==> src/rtl/iaa_pkg.sv <==
package iaa_pkg;

  // Index of the ID register used by a source; the last two sources share one.
  function automatic int unsigned reg_of_src(input int unsigned src,
                                             input int unsigned nsrc);
    return (src >= nsrc - 1) ? nsrc - 2 : src;
  endfunction

  // Arbitration order of two IDs: larger value wins.
  function automatic logic id_beats(input logic [7:0] a, input logic [7:0] b);
    return a > b;
  endfunction

endpackage

==> src/rtl/iaa_id_regs.sv <==
module iaa_id_regs #(
  parameter int NUM_SRC = 6,
  parameter int ID_W    = 4,
  parameter int SEL_W   = $clog2(NUM_SRC)
) (
  input  logic                      clk,
  input  logic                      rst_n,
  input  logic                      wr_en,
  input  logic [SEL_W-1:0]          wr_sel,
  input  logic [ID_W-1:0]           wr_data,
  input  logic [SEL_W-1:0]          rd_sel,
  output logic [ID_W-1:0]           rd_data,
  output logic [NUM_SRC*ID_W-1:0]   src_id
);
  import iaa_pkg::*;

  localparam int NUM_REG = NUM_SRC - 1;

  logic [NUM_SRC-1:0]  sel_dec;
  logic [NUM_REG-1:0]  reg_hit;
  logic [ID_W-1:0]     regs [NUM_REG];

  for (genvar s = 0; s < NUM_SRC; s++) begin : g_dec
    assign sel_dec[s] = wr_en && (wr_sel == SEL_W'(s));
  end

  for (genvar k = 0; k < NUM_REG; k++) begin : g_reg
    if (k == NUM_REG - 1) begin : g_shared
      assign reg_hit[k] = sel_dec[k] | sel_dec[k+1];
    end else begin : g_single
      assign reg_hit[k] = sel_dec[k];
    end

    always_ff @(posedge clk or negedge rst_n) begin
      if (!rst_n)          regs[k] <= '0;
      else if (reg_hit[k]) regs[k] <= wr_data;
    end
  end

  for (genvar s = 0; s < NUM_SRC; s++) begin : g_map
    localparam int unsigned RIDX = reg_of_src(s, NUM_SRC);
    assign src_id[s*ID_W +: ID_W] = regs[RIDX];
  end

  always_comb begin
    rd_data = '0;
    for (int s = 0; s < NUM_SRC; s++) begin
      if (rd_sel == SEL_W'(s)) rd_data = src_id[s*ID_W +: ID_W];
    end
  end

  // a write through the upper channel lands in the shared register
  p_shared_write_r2: assert property (@(posedge clk) disable iff (!rst_n)
    (wr_en && wr_sel == SEL_W'(NUM_SRC - 1)) |=> (regs[NUM_REG-1] == $past(wr_data)));

  // a register whose select is not hit keeps its value
  p_reg_quiet_r2: assert property (@(posedge clk) disable iff (!rst_n)
    (!wr_en) |=> $stable(src_id));

endmodule

==> src/rtl/iaa_select.sv <==
module iaa_select #(
  parameter int NUM_SRC = 6,
  parameter int LVL_W   = 3,
  parameter int ID_W    = 4
) (
  input  logic                      clk,
  input  logic                      rst_n,
  input  logic [NUM_SRC-1:0]        src_req,
  input  logic [NUM_SRC*LVL_W-1:0]  src_level,
  input  logic [NUM_SRC*ID_W-1:0]   src_id,
  input  logic [LVL_W-1:0]          ack_level,
  output logic [NUM_SRC-1:0]        win_onehot,
  output logic                      win_any,
  output logic                      dup_id
);
  import iaa_pkg::*;

  logic [ID_W-1:0]    ids [NUM_SRC];
  logic [NUM_SRC-1:0] elig;
  logic [ID_W-1:0]    best_id;
  logic [ID_W-1:0]    gid;

  for (genvar s = 0; s < NUM_SRC; s++) begin : g_elig
    assign ids[s]  = src_id[s*ID_W +: ID_W];
    assign elig[s] = src_req[s]
                     && (src_level[s*LVL_W +: LVL_W] == ack_level)
                     && (ids[s] != '0);
  end

  always_comb begin
    best_id = '0;
    for (int s = 0; s < NUM_SRC; s++) begin
      if (elig[s] && id_beats(8'(ids[s]), 8'(best_id))) best_id = ids[s];
    end
  end

  always_comb begin
    logic found;
    found      = 1'b0;
    win_onehot = '0;
    for (int s = 0; s < NUM_SRC; s++) begin
      if (!found && elig[s] && ids[s] == best_id) begin
        win_onehot[s] = 1'b1;
        found         = 1'b1;
      end
    end
  end

  always_comb begin
    dup_id = 1'b0;
    for (int i = 0; i < NUM_SRC; i++) begin
      for (int j = i + 1; j < NUM_SRC; j++) begin
        if (elig[i] && elig[j] && ids[i] == ids[j]
            && reg_of_src(i, NUM_SRC) != reg_of_src(j, NUM_SRC))
          dup_id = 1'b1;
      end
    end
  end

  assign win_any = |elig;

  always_comb begin
    gid = '0;
    for (int s = 0; s < NUM_SRC; s++) begin
      if (win_onehot[s]) gid = ids[s];
    end
  end

  // at most one source is chosen
  p_onehot_r11: assert property (@(posedge clk) disable iff (!rst_n)
    $onehot0(win_onehot));

  // only an eligible source can be chosen
  p_win_elig_r3: assert property (@(posedge clk) disable iff (!rst_n)
    (win_onehot & ~elig) == '0);

  // a winner exists whenever any source competes
  p_win_exists_r8: assert property (@(posedge clk) disable iff (!rst_n)
    win_any |-> (win_onehot != '0));

  // no competitor holds a larger ID than the chosen one
  for (genvar s = 0; s < NUM_SRC; s++) begin : g_chk
    p_win_highest_r5: assert property (@(posedge clk) disable iff (!rst_n)
      elig[s] |-> (ids[s] <= gid));
  end

endmodule

==> src/rtl/iaa_hold.sv <==
module iaa_hold #(
  parameter int NUM_SRC = 6
) (
  input  logic               clk,
  input  logic               rst_n,
  input  logic               stb,
  input  logic [NUM_SRC-1:0] win_onehot,
  input  logic               win_any,
  input  logic               dup_id,
  output logic [NUM_SRC-1:0] grant_o,
  output logic               none_o,
  output logic               conflict_o,
  output logic               active
);
  logic capture;

  assign capture = stb && !active;

  always_ff @(posedge clk or negedge rst_n) begin
    if (!rst_n) begin
      grant_o    <= '0;
      none_o     <= 1'b0;
      conflict_o <= 1'b0;
      active     <= 1'b0;
    end else if (!stb) begin
      grant_o    <= '0;
      none_o     <= 1'b0;
      conflict_o <= 1'b0;
      active     <= 1'b0;
    end else if (capture) begin
      grant_o    <= win_onehot;
      none_o     <= !win_any;
      conflict_o <= dup_id;
      active     <= 1'b1;
    end
  end

  // outputs frozen while the strobe stays high
  p_hold_r9: assert property (@(posedge clk) disable iff (!rst_n)
    (active && stb) |=> ($stable(grant_o) && $stable(none_o) && $stable(conflict_o)));

  // a strobe start always opens a capture
  p_capture_r9: assert property (@(posedge clk) disable iff (!rst_n)
    (stb && !active) |=> active);

  // strobe low clears everything at the next edge
  p_clear_r10: assert property (@(posedge clk) disable iff (!rst_n)
    (!stb) |=> (grant_o == '0 && !none_o && !conflict_o && !active));

  // no-winner excludes any grant
  p_excl_r8: assert property (@(posedge clk) disable iff (!rst_n)
    none_o |-> (grant_o == '0));

endmodule

==> src/rtl/irq_ack_arbiter.sv <==
module irq_ack_arbiter #(
  parameter int NUM_SRC = 6,
  parameter int LVL_W   = 3,
  parameter int ID_W    = 4,
  parameter int SEL_W   = $clog2(NUM_SRC)
) (
  input  logic                      clk,
  input  logic                      rst_n,
  input  logic [NUM_SRC-1:0]        src_req,
  input  logic [NUM_SRC*LVL_W-1:0]  src_level,
  input  logic                      id_wr_en,
  input  logic [SEL_W-1:0]          id_wr_sel,
  input  logic [ID_W-1:0]           id_wdata,
  input  logic [SEL_W-1:0]          id_rd_sel,
  output logic [ID_W-1:0]           id_rdata,
  input  logic                      iack_stb,
  input  logic [LVL_W-1:0]          iack_level,
  output logic [NUM_SRC-1:0]        grant_o,
  output logic                      no_winner_o,
  output logic                      id_conflict_o
);
  logic [NUM_SRC*ID_W-1:0] src_id;
  logic [NUM_SRC-1:0]      win_onehot;
  logic                    win_any;
  logic                    dup_id;
  logic                    active;

  iaa_id_regs #(.NUM_SRC(NUM_SRC), .ID_W(ID_W), .SEL_W(SEL_W)) u_regs (
    .clk(clk), .rst_n(rst_n),
    .wr_en(id_wr_en), .wr_sel(id_wr_sel), .wr_data(id_wdata),
    .rd_sel(id_rd_sel), .rd_data(id_rdata),
    .src_id(src_id)
  );

  iaa_select #(.NUM_SRC(NUM_SRC), .LVL_W(LVL_W), .ID_W(ID_W)) u_sel (
    .clk(clk), .rst_n(rst_n),
    .src_req(src_req), .src_level(src_level), .src_id(src_id),
    .ack_level(iack_level),
    .win_onehot(win_onehot), .win_any(win_any), .dup_id(dup_id)
  );

  iaa_hold #(.NUM_SRC(NUM_SRC)) u_hold (
    .clk(clk), .rst_n(rst_n), .stb(iack_stb),
    .win_onehot(win_onehot), .win_any(win_any), .dup_id(dup_id),
    .grant_o(grant_o), .none_o(no_winner_o), .conflict_o(id_conflict_o),
    .active(active)
  );

  // registered grant never names two sources
  p_grant_onehot_r11: assert property (@(posedge clk) disable iff (!rst_n)
    $onehot0(grant_o));

  // idle outputs carry nothing while no capture is open
  p_idle_quiet_r10: assert property (@(posedge clk) disable iff (!rst_n)
    (!active) |-> (grant_o == '0 && !no_winner_o && !id_conflict_o));

endmodule

==> config.mk <==
export PLATFORM = sky130hd
export DESIGN_NAME = irq_ack_arbiter
export DESIGN_NICKNAME = d
export VERILOG_FILES = /design/src/rtl/iaa_pkg.sv /design/src/rtl/iaa_id_regs.sv /design/src/rtl/iaa_select.sv /design/src/rtl/iaa_hold.sv /design/src/rtl/irq_ack_arbiter.sv
export SDC_FILE = /design/constraint.sdc
export NUM_CORES = 1
export LEC_CHECK = 0
export BUFFER_PORTS_ARGS = -buffer_cell sky130_fd_sc_hd__buf_2
export CAP_MARGIN = 20
export CORE_ASPECT_RATIO = 1.2
export CORE_MARGIN = 4
export CORE_UTILIZATION = 46
export DETAILED_ROUTE_END_ITERATION = 8
export PLACE_DENSITY_LB_ADDON = 0.12
export RECOVER_POWER = 100
export SLEW_MARGIN = 20
export SYNTH_ARGS = -nofsm -noshare
export SYNTH_HDL_FRONTEND = slang
export SYNTH_SLANG_ARGS = --single-unit
==> constraint.sdc <==
create_clock -name clk -period 7.7 [get_ports clk]
set_input_delay 0.385 -clock clk [delete_from_list [all_inputs] [get_ports clk]]
set_output_delay 0.385 -clock clk [all_outputs]
set_load 0.01 [all_outputs]
==> results of run 1 <==
==> cell type report <==
| cell class | instances | area [µm²] | area share (%) |
|---|---|---|---|
| Tap cell | 90 | 112.6 | 2.430 |
| Sequential cell | 29 | 725.7 | 15.66 |
| Timing Repair Buffer | 119 | 744.5 | 16.07 |
| Clock buffer | 5 | 68.82 | 1.485 |
| Clock inverter | 3 | 22.52 | 0.4861 |
| Inverter | 23 | 86.33 | 1.863 |
| Multi-Input combinational cell | 351 | 2873 | 62.00 |
==> metal layers <==
metal | vias to the layer above | part of all wire [%] | track usage (%)
met5 | - | 0 | 0
met4 | 0 | 4.4 | 9.649
met3 | 44 | 6.2 | 3.645
met2 | 151 | 51 | 44.94
met1 | 1780 | 39 | 31.14
li1 | 1782 | - | -
==> report_power, final <==
group	internal [mW]	total [mW]	switching [mW]
combinational	0.249	0.546	0.296
clock	0.0634	0.135	0.0714
sequential	0.175	0.224	0.0494
==> registers in the layout, indices dropped and copies added, names as in the netlist <==
name,cells
u_hold.none_o,1
u_hold.grant_o,6
u_regs.src_id,20
u_hold.active,1
u_hold.conflict_o,1
==> per-stage QoR <==
stage	utilization (%)	setup slack [ns]	TNS [ns]	std cells	power, mW
6_report	62.95	0.04910	0	620	0.9047
5_1_grt	62.95	-0.4502	-2.562	620	0.9666
4_1_cts	60.74	0.005351	0	614	0.8664
3_5_place_dp	58.64	-0.4789	-2.132	601	0.7235
3_3_place_gp	58.64	-0.2752	-1.125	601	0.7108
2_1_floorplan	-	-0.2828	-0.7545	433	0.5577
==> synthesized netlist by cell type (5+ instances only) <==
| master | n |
|---|---|
| xor2_1 | 40 |
| nand2_1 | 36 |
| nor2_1 | 31 |
| dfrtp_1 | 29 |
| o21ai_0 | 24 |
| inv_1 | 23 |
| xnor2_1 | 21 |
| clkbuf_1 | 18 |
| ha_1 | 16 |
| a21oi_1 | 14 |
| mux2_2 | 14 |
| nand3_1 | 11 |
| nor4_1 | 11 |
| nand4_1 | 7 |
| nor2b_1 | 7 |
| buf_1 | 6 |
| nor3_1 | 6 |
| o211ai_1 | 6 |
| a221oi_1 | 5 |
| a31oi_1 | 5 |
| o21a_1 | 5 |
| o21ai_1 | 5 |
==> worst reg2reg max path, delay by kind of cell, from the launching register on <==
kind	cells	cell delay (ns)
AND/OR/NAND/NOR	18	2.67
AO/OA/AOI/OAI	15	2.46
adder cells (fa/ha/maj)	5	1.19
multiplexers	2	0.54
flip-flops	1	0.37
buffers and inverters	3	0.35
==> path summary, 6_finish.rpt <==
kind                                   start           endpoint  slack (ns)  depth (start not counted)
setup / recovery            u_regs.src_id[1]  u_hold.grant_o[5]        0.05                         43
hold / removal                   id_wdata[0]   u_regs.src_id[0]        0.39                          3
setup reg to reg            u_regs.src_id[1]  u_hold.grant_o[5]        0.05                         43
hold reg to reg            u_hold.grant_o[4]  u_hold.grant_o[4]        0.53                          2
max in group asynchronous              rst_n   u_regs.src_id[6]        6.28                          1
min in group asynchronous              rst_n  u_hold.grant_o[5]        0.48                          1
==> logic make-up after synthesis <==
logic type                 synth area share (%)
and+or+nand+nor                           20.40
DFF                                       20.58
buffers and inverters                     6.174
xor gates and xnor gates                  15.15
muxes                                     8.730
adders and majority gates                 5.678
AOI/OAI and AO/OA                         23.28
==> timing repair <==
action	in CTS	in global routing
pin swaps	8	41
setup buffers	5	6
gates cloned	0	0
gates resized for setup	8	31
endpoints found under the setup margin	6	6
==> metrics.txt, run 1 <==
# TYPE chip_impl_metric gauge
chip_impl_info{name="path_common_cell",value="nor2b_4"} 1
chip_impl_info{name="setup.worst_path.end_class",value="flip-flop"} 1
chip_impl_metric{name="number_of_enable_flip_flop_cells_after_synthesis",unit=""} 0
chip_impl_metric{name="power-per-cell-area",unit="nW/µm²"} 195.3
chip_impl_metric{name="vdd.ir_drop.worst",unit="mV"} 0.1041
chip_impl_metric{name="drt_pre_antenna_iters",unit=""} 5
chip_impl_metric{name="grt_antenna_before_repair",unit=""} 0
chip_impl_metric{name="area.growth.synth_to_final",unit="%"} 31.41
chip_impl_metric{name="synth-seq-area-share",unit="%"} 20.58
chip_impl_metric{name="cts_max_path_buffers",unit=""} 2
chip_impl_metric{name="insertion_delay",unit="ns"} 0.30
chip_impl_metric{name="numCtsBuffers",unit=""} 5
chip_impl_metric{name="postLayoutCellArea",unit="µm²"} 4633
chip_impl_info{name="ys_top_cells_by_area",value="dfrtp_1, xor2_1, ha_1, xnor2_1, mux2_2"} 1
chip_impl_metric{name="largest_net_degree_at_the_start_of_global_routing",unit=""} 30
chip_impl_metric{name="hold-worst-slack",unit="ns"} 0.3858
chip_impl_metric{name="detail_route.drc_violations",unit=""} 0
chip_impl_metric{name="placed_area",unit="µm²"} 4315
chip_impl_metric{name="detail_route.iter0.violations",unit=""} 303
chip_impl_metric{name="synthArstFlopShare",unit="%"} 100.0
chip_impl_metric{name="max_cap_viol_count",unit=""} 1
chip_impl_metric{name="final-hold-violation-count",unit=""} 0
chip_impl_metric{name="timing.max_slew.rel_slack",unit="%"} -7.066
chip_impl_metric{name="nets",unit=""} 586
chip_impl_metric{name="syn-num-nets",unit=""} 490
chip_impl_metric{name="power.leakage",unit="nW"} 1.951
chip_impl_info{name="mostFrequentLayoutCell",value="buf_4"} 1
chip_impl_metric{name="drt.antenna.violating_nets",unit=""} 0
chip_impl_metric{name="maximum_net_fanout_on_the_critical_path",unit=""} 4
chip_impl_metric{name="fillers",unit=""} 681
chip_impl_metric{name="syn-mean-instance-area",unit="µm²"} 8.143
chip_impl_metric{name="post-dp-hpwl",unit="mm"} 9.116
chip_impl_metric{name="core-area",unit="µm²"} 7360
chip_impl_info{name="classification_of_the_worst_slack_hold_path",value="primary input to flip-flop"} 1
chip_impl_metric{name="num_antenna_cells",unit=""} 0
chip_impl_metric{name="numPortBuffers",unit=""} 52
chip_impl_metric{name="detail_route.wirelength",unit="mm"} 11.77
chip_impl_metric{name="worst-endpoint-required",unit="ns"} 7.91
chip_impl_metric{name="critPathMaxStageDelay",unit="ns"} 0.37
chip_impl_metric{name="htree_levels",unit=""} 2
chip_impl_metric{name="fin_crit_sh",unit="%"} 99.36
chip_impl_metric{name="wl_per_cell",unit="µm"} 18.98
chip_impl_info{name="synth_ff_type",value="dfrtp_1"} 1
chip_impl_metric{name="vias_after_detailed_routing",unit=""} 3757
chip_impl_metric{name="tightest_slew",unit="ns"} 1.606
chip_impl_info{name="worstSetupStartpointType",value="flip-flop"} 1
chip_impl_info{name="cts.root.buffer_cell",value="clkbuf_8"} 1
chip_impl_metric{name="synth.distinct_cells",unit=""} 71
chip_impl_info{name="slowest_cell_on_the_critical_path",value="dfrtp_1"} 1
chip_impl_metric{name="placement_rows",unit=""} 34
chip_impl_info{name="tritoncts",value="done"} 1
chip_impl_metric{name="timing.critical_path.arrival",unit="ns"} 7.86
chip_impl_metric{name="final-setup-viol-count",unit=""} 0
chip_impl_metric{name="globalRoute.totalOverflow",unit=""} 0
chip_impl_metric{name="initial_utilization",unit="%"} 47.91
chip_impl_metric{name="grtUsageTotal",unit="%"} 25.71
chip_impl_metric{name="die_footprint",unit="µm²"} 9135
chip_impl_metric{name="postSynthRegisterBits",unit=""} 29
chip_impl_metric{name="grt_pass1_vias",unit=""} 3722
chip_impl_info{name="outcome",value="finished, violations left"} 1
chip_impl_metric{name="slew_violations",unit=""} 30
chip_impl_metric{name="netlist_area_pre_place",unit="µm²"} 3526
chip_impl_metric{name="clock_skew",unit="ns"} 0.01149
chip_impl_info{name="failed_checks",value="capacitance limit, slew limit"} 1
chip_impl_info{name="timing_worst_setup_path_type",value="flip-flop to flip-flop"} 1
chip_impl_metric{name="cts.sink_count",unit=""} 29
chip_impl_metric{name="finalCriticalPeriod",unit="ns"} 7.651
chip_impl_metric{name="layout-drive-gt1-share",unit="%"} 36.42
chip_impl_info{name="cp_top_family",value="simple AND/OR/NAND/NOR gates"} 1
chip_impl_metric{name="number_of_top_level_pins",unit=""} 53
chip_impl_metric{name="post_drt_via_cell_ratio",unit=""} 6.060
chip_impl_metric{name="max_freq",unit="MHz"} 130.7
chip_impl_metric{name="timing.critical_path.buf_inv",unit=""} 3
chip_impl_metric{name="post_cts_hold_buffer_count",unit=""} 0
chip_impl_metric{name="die_width",unit="µm"} 87.92
chip_impl_metric{name="clk_pin_slew_worst_paths",unit="ns"} 0.08
chip_impl_info{name="layout_common_cells",value="buf_4, xor2_1, buf_2"} 1
chip_impl_metric{name="yosys_warnings",unit=""} 0
chip_impl_info{name="netlist.top_cell.by_area",value="dfrtp_1"} 1
chip_impl_metric{name="finalWeightedCongestion",unit=""} 0.9595
chip_impl_metric{name="synth.top_cell.area_share",unit="%"} 20.58
chip_impl_metric{name="floorplan.die.height",unit="µm"} 103.9
chip_impl_metric{name="grt_first_pass_wirelength",unit="mm"} 18.69
chip_impl_info{name="grt_setup_unrepaired",value="yes"} 1
chip_impl_metric{name="netlist_instances",unit=""} 433
(Power assumes the default switching activity.)
==> run 2, diff against run 1 <==
Settings changed: ABC_AREA from default to 1, MAX_ROUTING_LAYER from default to met4, PLACE_DENSITY from default to 0.72, PLACE_DENSITY_LB_ADDON 0.12 to default.
==> metrics.txt, run 2 <==
# TYPE chip_impl_metric gauge
chip_impl_metric{name="detail_route.wirelength",unit="mm"} 11.52
chip_impl_metric{name="synth.distinct_cells",unit=""} 42
chip_impl_metric{name="largest_reg_flops",unit=""} 20
chip_impl_metric{name="grtUsageTotal",unit="%"} 25.17
chip_impl_info{name="failed_checks",value="capacitance limit, slew limit"} 1
chip_impl_metric{name="max_freq",unit="MHz"} 141.2
chip_impl_metric{name="setup.reg_to_reg.worst_slack",unit="ns"} 0.62
chip_impl_info{name="classification_of_the_worst_slack_hold_path",value="primary input to flip-flop"} 1
chip_impl_metric{name="detail_route.iter0.violations",unit=""} 385
chip_impl_metric{name="post-dp-hpwl",unit="mm"} 8.960
chip_impl_metric{name="finish.cell_count_without_fillers",unit=""} 710
chip_impl_metric{name="placement_rows",unit=""} 35
chip_impl_metric{name="placed_area",unit="µm²"} 3953
chip_impl_metric{name="fin_crit_sh",unit="%"} 91.97
chip_impl_info{name="worst_r2r_endpoint",value="u_hold.grant_o[4]"} 1
chip_impl_metric{name="slew_violations",unit=""} 30
chip_impl_metric{name="maximum_net_fanout_on_the_critical_path",unit=""} 8
chip_impl_metric{name="largest_net_degree_at_the_start_of_global_routing",unit=""} 30
chip_impl_metric{name="syn-num-nets",unit=""} 618
chip_impl_metric{name="die_width",unit="µm"} 89.36
chip_impl_info{name="layout_common_cells",value="nand2_1, nand3_1, inv_1"} 1
chip_impl_metric{name="layout-drive-gt1-share",unit="%"} 20.87
chip_impl_metric{name="drt_pre_antenna_iters",unit=""} 5
chip_impl_info{name="min-delay-start",value="iack_stb"} 1
chip_impl_metric{name="final-setup-viol-count",unit=""} 0
chip_impl_metric{name="timing.max_slew.rel_slack",unit="%"} -4.952
chip_impl_metric{name="postSynthRegisterBits",unit=""} 29
chip_impl_metric{name="floorplan.die.height",unit="µm"} 105.6
chip_impl_info{name="path_common_cell",value="nand2_1"} 1
chip_impl_metric{name="clock_skew",unit="ns"} 0.004554
chip_impl_metric{name="number_of_top_level_pins",unit=""} 53
chip_impl_info{name="crit_path_start",value="u_regs.src_id[0]"} 1
chip_impl_info{name="tritoncts",value="done"} 1
chip_impl_info{name="timing_worst_setup_path_type",value="flip-flop to flip-flop"} 1
chip_impl_metric{name="post_cts_hold_buffer_count",unit=""} 0
chip_impl_metric{name="whs_path_depth",unit=""} 1
chip_impl_metric{name="synth.top_cell.area_share",unit="%"} 19.86
chip_impl_metric{name="insertion_delay",unit="ns"} 0.29
chip_impl_metric{name="worst-endpoint-required",unit="ns"} 7.88
chip_impl_metric{name="synth-seq-area-share",unit="%"} 19.86
chip_impl_info{name="worstSetupStartpointType",value="flip-flop"} 1
chip_impl_metric{name="tightest_slew",unit="ns"} 1.574
chip_impl_metric{name="htree_levels",unit=""} 2
chip_impl_metric{name="netlist_area_pre_place",unit="µm²"} 3654
chip_impl_metric{name="postLayoutCellArea",unit="µm²"} 4175
chip_impl_metric{name="post_drt_via_cell_ratio",unit=""} 5.610
chip_impl_metric{name="power.leakage",unit="nW"} 2.173
chip_impl_info{name="outcome",value="finished, violations left"} 1
chip_impl_metric{name="finalWeightedCongestion",unit=""} 0.9851
chip_impl_metric{name="critPathMaxStageDelay",unit="ns"} 0.38
chip_impl_metric{name="synthArstFlopShare",unit="%"} 100.0
chip_impl_metric{name="area.growth.synth_to_final",unit="%"} 14.28
chip_impl_metric{name="wl_per_cell",unit="µm"} 16.23
chip_impl_info{name="crit_end",value="u_hold.grant_o[4]"} 1
chip_impl_metric{name="die_footprint",unit="µm²"} 9438
chip_impl_metric{name="grt_pass1_vias",unit=""} 3710
chip_impl_info{name="slowest_cell_on_the_critical_path",value="dfrtp_1"} 1
chip_impl_metric{name="grt_first_pass_wirelength",unit="mm"} 18.14
chip_impl_metric{name="timing.critical_path.arrival",unit="ns"} 7.27
chip_impl_info{name="yosysMostFrequentCell",value="nand2_1"} 1
chip_impl_info{name="mostFrequentLayoutCell",value="nand2_1"} 1
chip_impl_metric{name="hold-worst-slack",unit="ns"} 0.2356
chip_impl_metric{name="final-hold-violation-count",unit=""} 0
chip_impl_info{name="synth_ff_type",value="dfrtp_1"} 1
chip_impl_metric{name="num_antenna_cells",unit=""} 0
chip_impl_metric{name="clk_pin_slew_worst_paths",unit="ns"} 0.07
chip_impl_metric{name="numPortBuffers",unit=""} 52
chip_impl_metric{name="vias_after_detailed_routing",unit=""} 3983
chip_impl_metric{name="total_power",unit="mW"} 0.7842
chip_impl_metric{name="fillers",unit=""} 784
chip_impl_metric{name="worstRegToRegCells",unit=""} 59
chip_impl_metric{name="core-area",unit="µm²"} 7707
chip_impl_info{name="cts.root.buffer_cell",value="clkbuf_8"} 1
chip_impl_metric{name="yosys_warnings",unit=""} 0
chip_impl_metric{name="numCtsBuffers",unit=""} 5
chip_impl_metric{name="fin_ws",unit="ns"} 0.6179
chip_impl_metric{name="grt_antenna_before_repair",unit=""} 0
chip_impl_metric{name="syn-mean-instance-area",unit="µm²"} 6.512
chip_impl_metric{name="detail_route.drc_violations",unit=""} 0
chip_impl_metric{name="max_cap_viol_count",unit=""} 1
chip_impl_info{name="worstReg2RegStart",value="u_regs.src_id[0]"} 1
chip_impl_metric{name="globalRoute.totalOverflow",unit=""} 0
chip_impl_metric{name="netlist_instances",unit=""} 561
chip_impl_info{name="leading_post_synthesis_cells_by_instance_count",value="nand2_1, nand3_1, inv_1, nor2_1, dfrtp_1"} 1
chip_impl_info{name="ys_top_cells_by_area",value="dfrtp_1, nand2_1, nand3_1, xor2_1, inv_1"} 1
chip_impl_metric{name="cts_max_path_buffers",unit=""} 2
chip_impl_metric{name="post-place-cells",unit=""} 691
chip_impl_metric{name="drt.antenna.violating_nets",unit=""} 0
chip_impl_metric{name="finalCriticalPeriod",unit="ns"} 7.082
chip_impl_metric{name="cts.sink_count",unit=""} 29
chip_impl_metric{name="pre_cts_slack",unit="ns"} 0.1396
chip_impl_info{name="setup.worst_path.end_class",value="flip-flop"} 1
chip_impl_metric{name="power-per-cell-area",unit="nW/µm²"} 187.8
chip_impl_metric{name="initial_utilization",unit="%"} 47.40
chip_impl_info{name="netlist.top_cell.by_area",value="dfrtp_1"} 1
chip_impl_metric{name="number_of_enable_flip_flop_cells_after_synthesis",unit=""} 0
chip_impl_metric{name="vdd.ir_drop.worst",unit="mV"} 0.1590
chip_impl_metric{name="nets",unit=""} 674
==> run 2: metrics by stage <==
step | utilization (%) | TNS [ns]
after CTS | 52.35 | 0
after floorplan | - | 0
final | 54.17 | 0
after global routing | 54.17 | -0.1581
after detailed placement | 51.28 | 0
after global placement | 51.28 | 0
==> run 2: final cells by class <==
cell class	count	area [µm²]	share of cell area [%]
tap	92	115.1	2.757
timing repair buffer	73	404.1	9.679
inverter	68	257.7	6.173
clock buffer	6	72.57	1.738
sequential	29	725.7	17.38
clock inverter	2	10.01	0.2397
multi-input combinational	440	2590	62.03
==> run 2: power breakdown <==
group	switching, mW	internal [mW]	total [mW]	leakage (nW)
Clock	0.0630	0.0626	0.126	0.0450
Sequential	0.0681	0.172	0.240	0.373
Combinational	0.252	0.166	0.418	1.76
==> run 2: logic make-up after synthesis <==
kind of cell             after synthesis  synth area share (%)
AO/OA/AOI/OAI                         70                 11.99
XOR/XNOR                              44                 10.55
adder cells (fa/ha/maj)               16                 5.479
buffers and inverters                 92                 11.13
flip-flops                            29                 19.86
AND/OR/NAND/NOR                      310                 40.99
==> run 2: timing repair <==
action	in CTS	in global routing
resized for setup	0	25
hold endpoints to repair	0	0
setup endpoints to repair	0	6
buffers inserted	0	10
==> run 2: worst min path at each step <==
stage / slack [ns] / end
after CTS: 0.15 / u_hold.none_o
after global routing: 0.24 / u_hold.active
final: 0.24 / u_hold.active
after global placement: 0.44 / u_regs.src_id[5]
after detailed placement: 0.45 / u_regs.src_id[0]
after floorplan: 0.09 / u_hold.active
==> run 2: worst max-delay path: cells and delay by family (launching register included) <==
| family | cells | cell delay [ns] |
|---|---|---|
| AOI/OAI and AO/OA | 9 | 1.15 |
| adders and majority gates | 5 | 1.46 |
| buffers and inverters | 12 | 0.95 |
| DFF | 1 | 0.38 |
| and+or+nand+nor | 33 | 3.02 |
==> run 2: layer usage <==
metal | vias to the layer above | GRT usage (%) | wire [µm]
li1 | 1971 | - | -
met1 | 1824 | 32.08 | 4754
met2 | 149 | 40.15 | 5590
met3 | 39 | 2.658 | 700
met4 | 0 | 10.32 | 477
met5 | - | - | 0
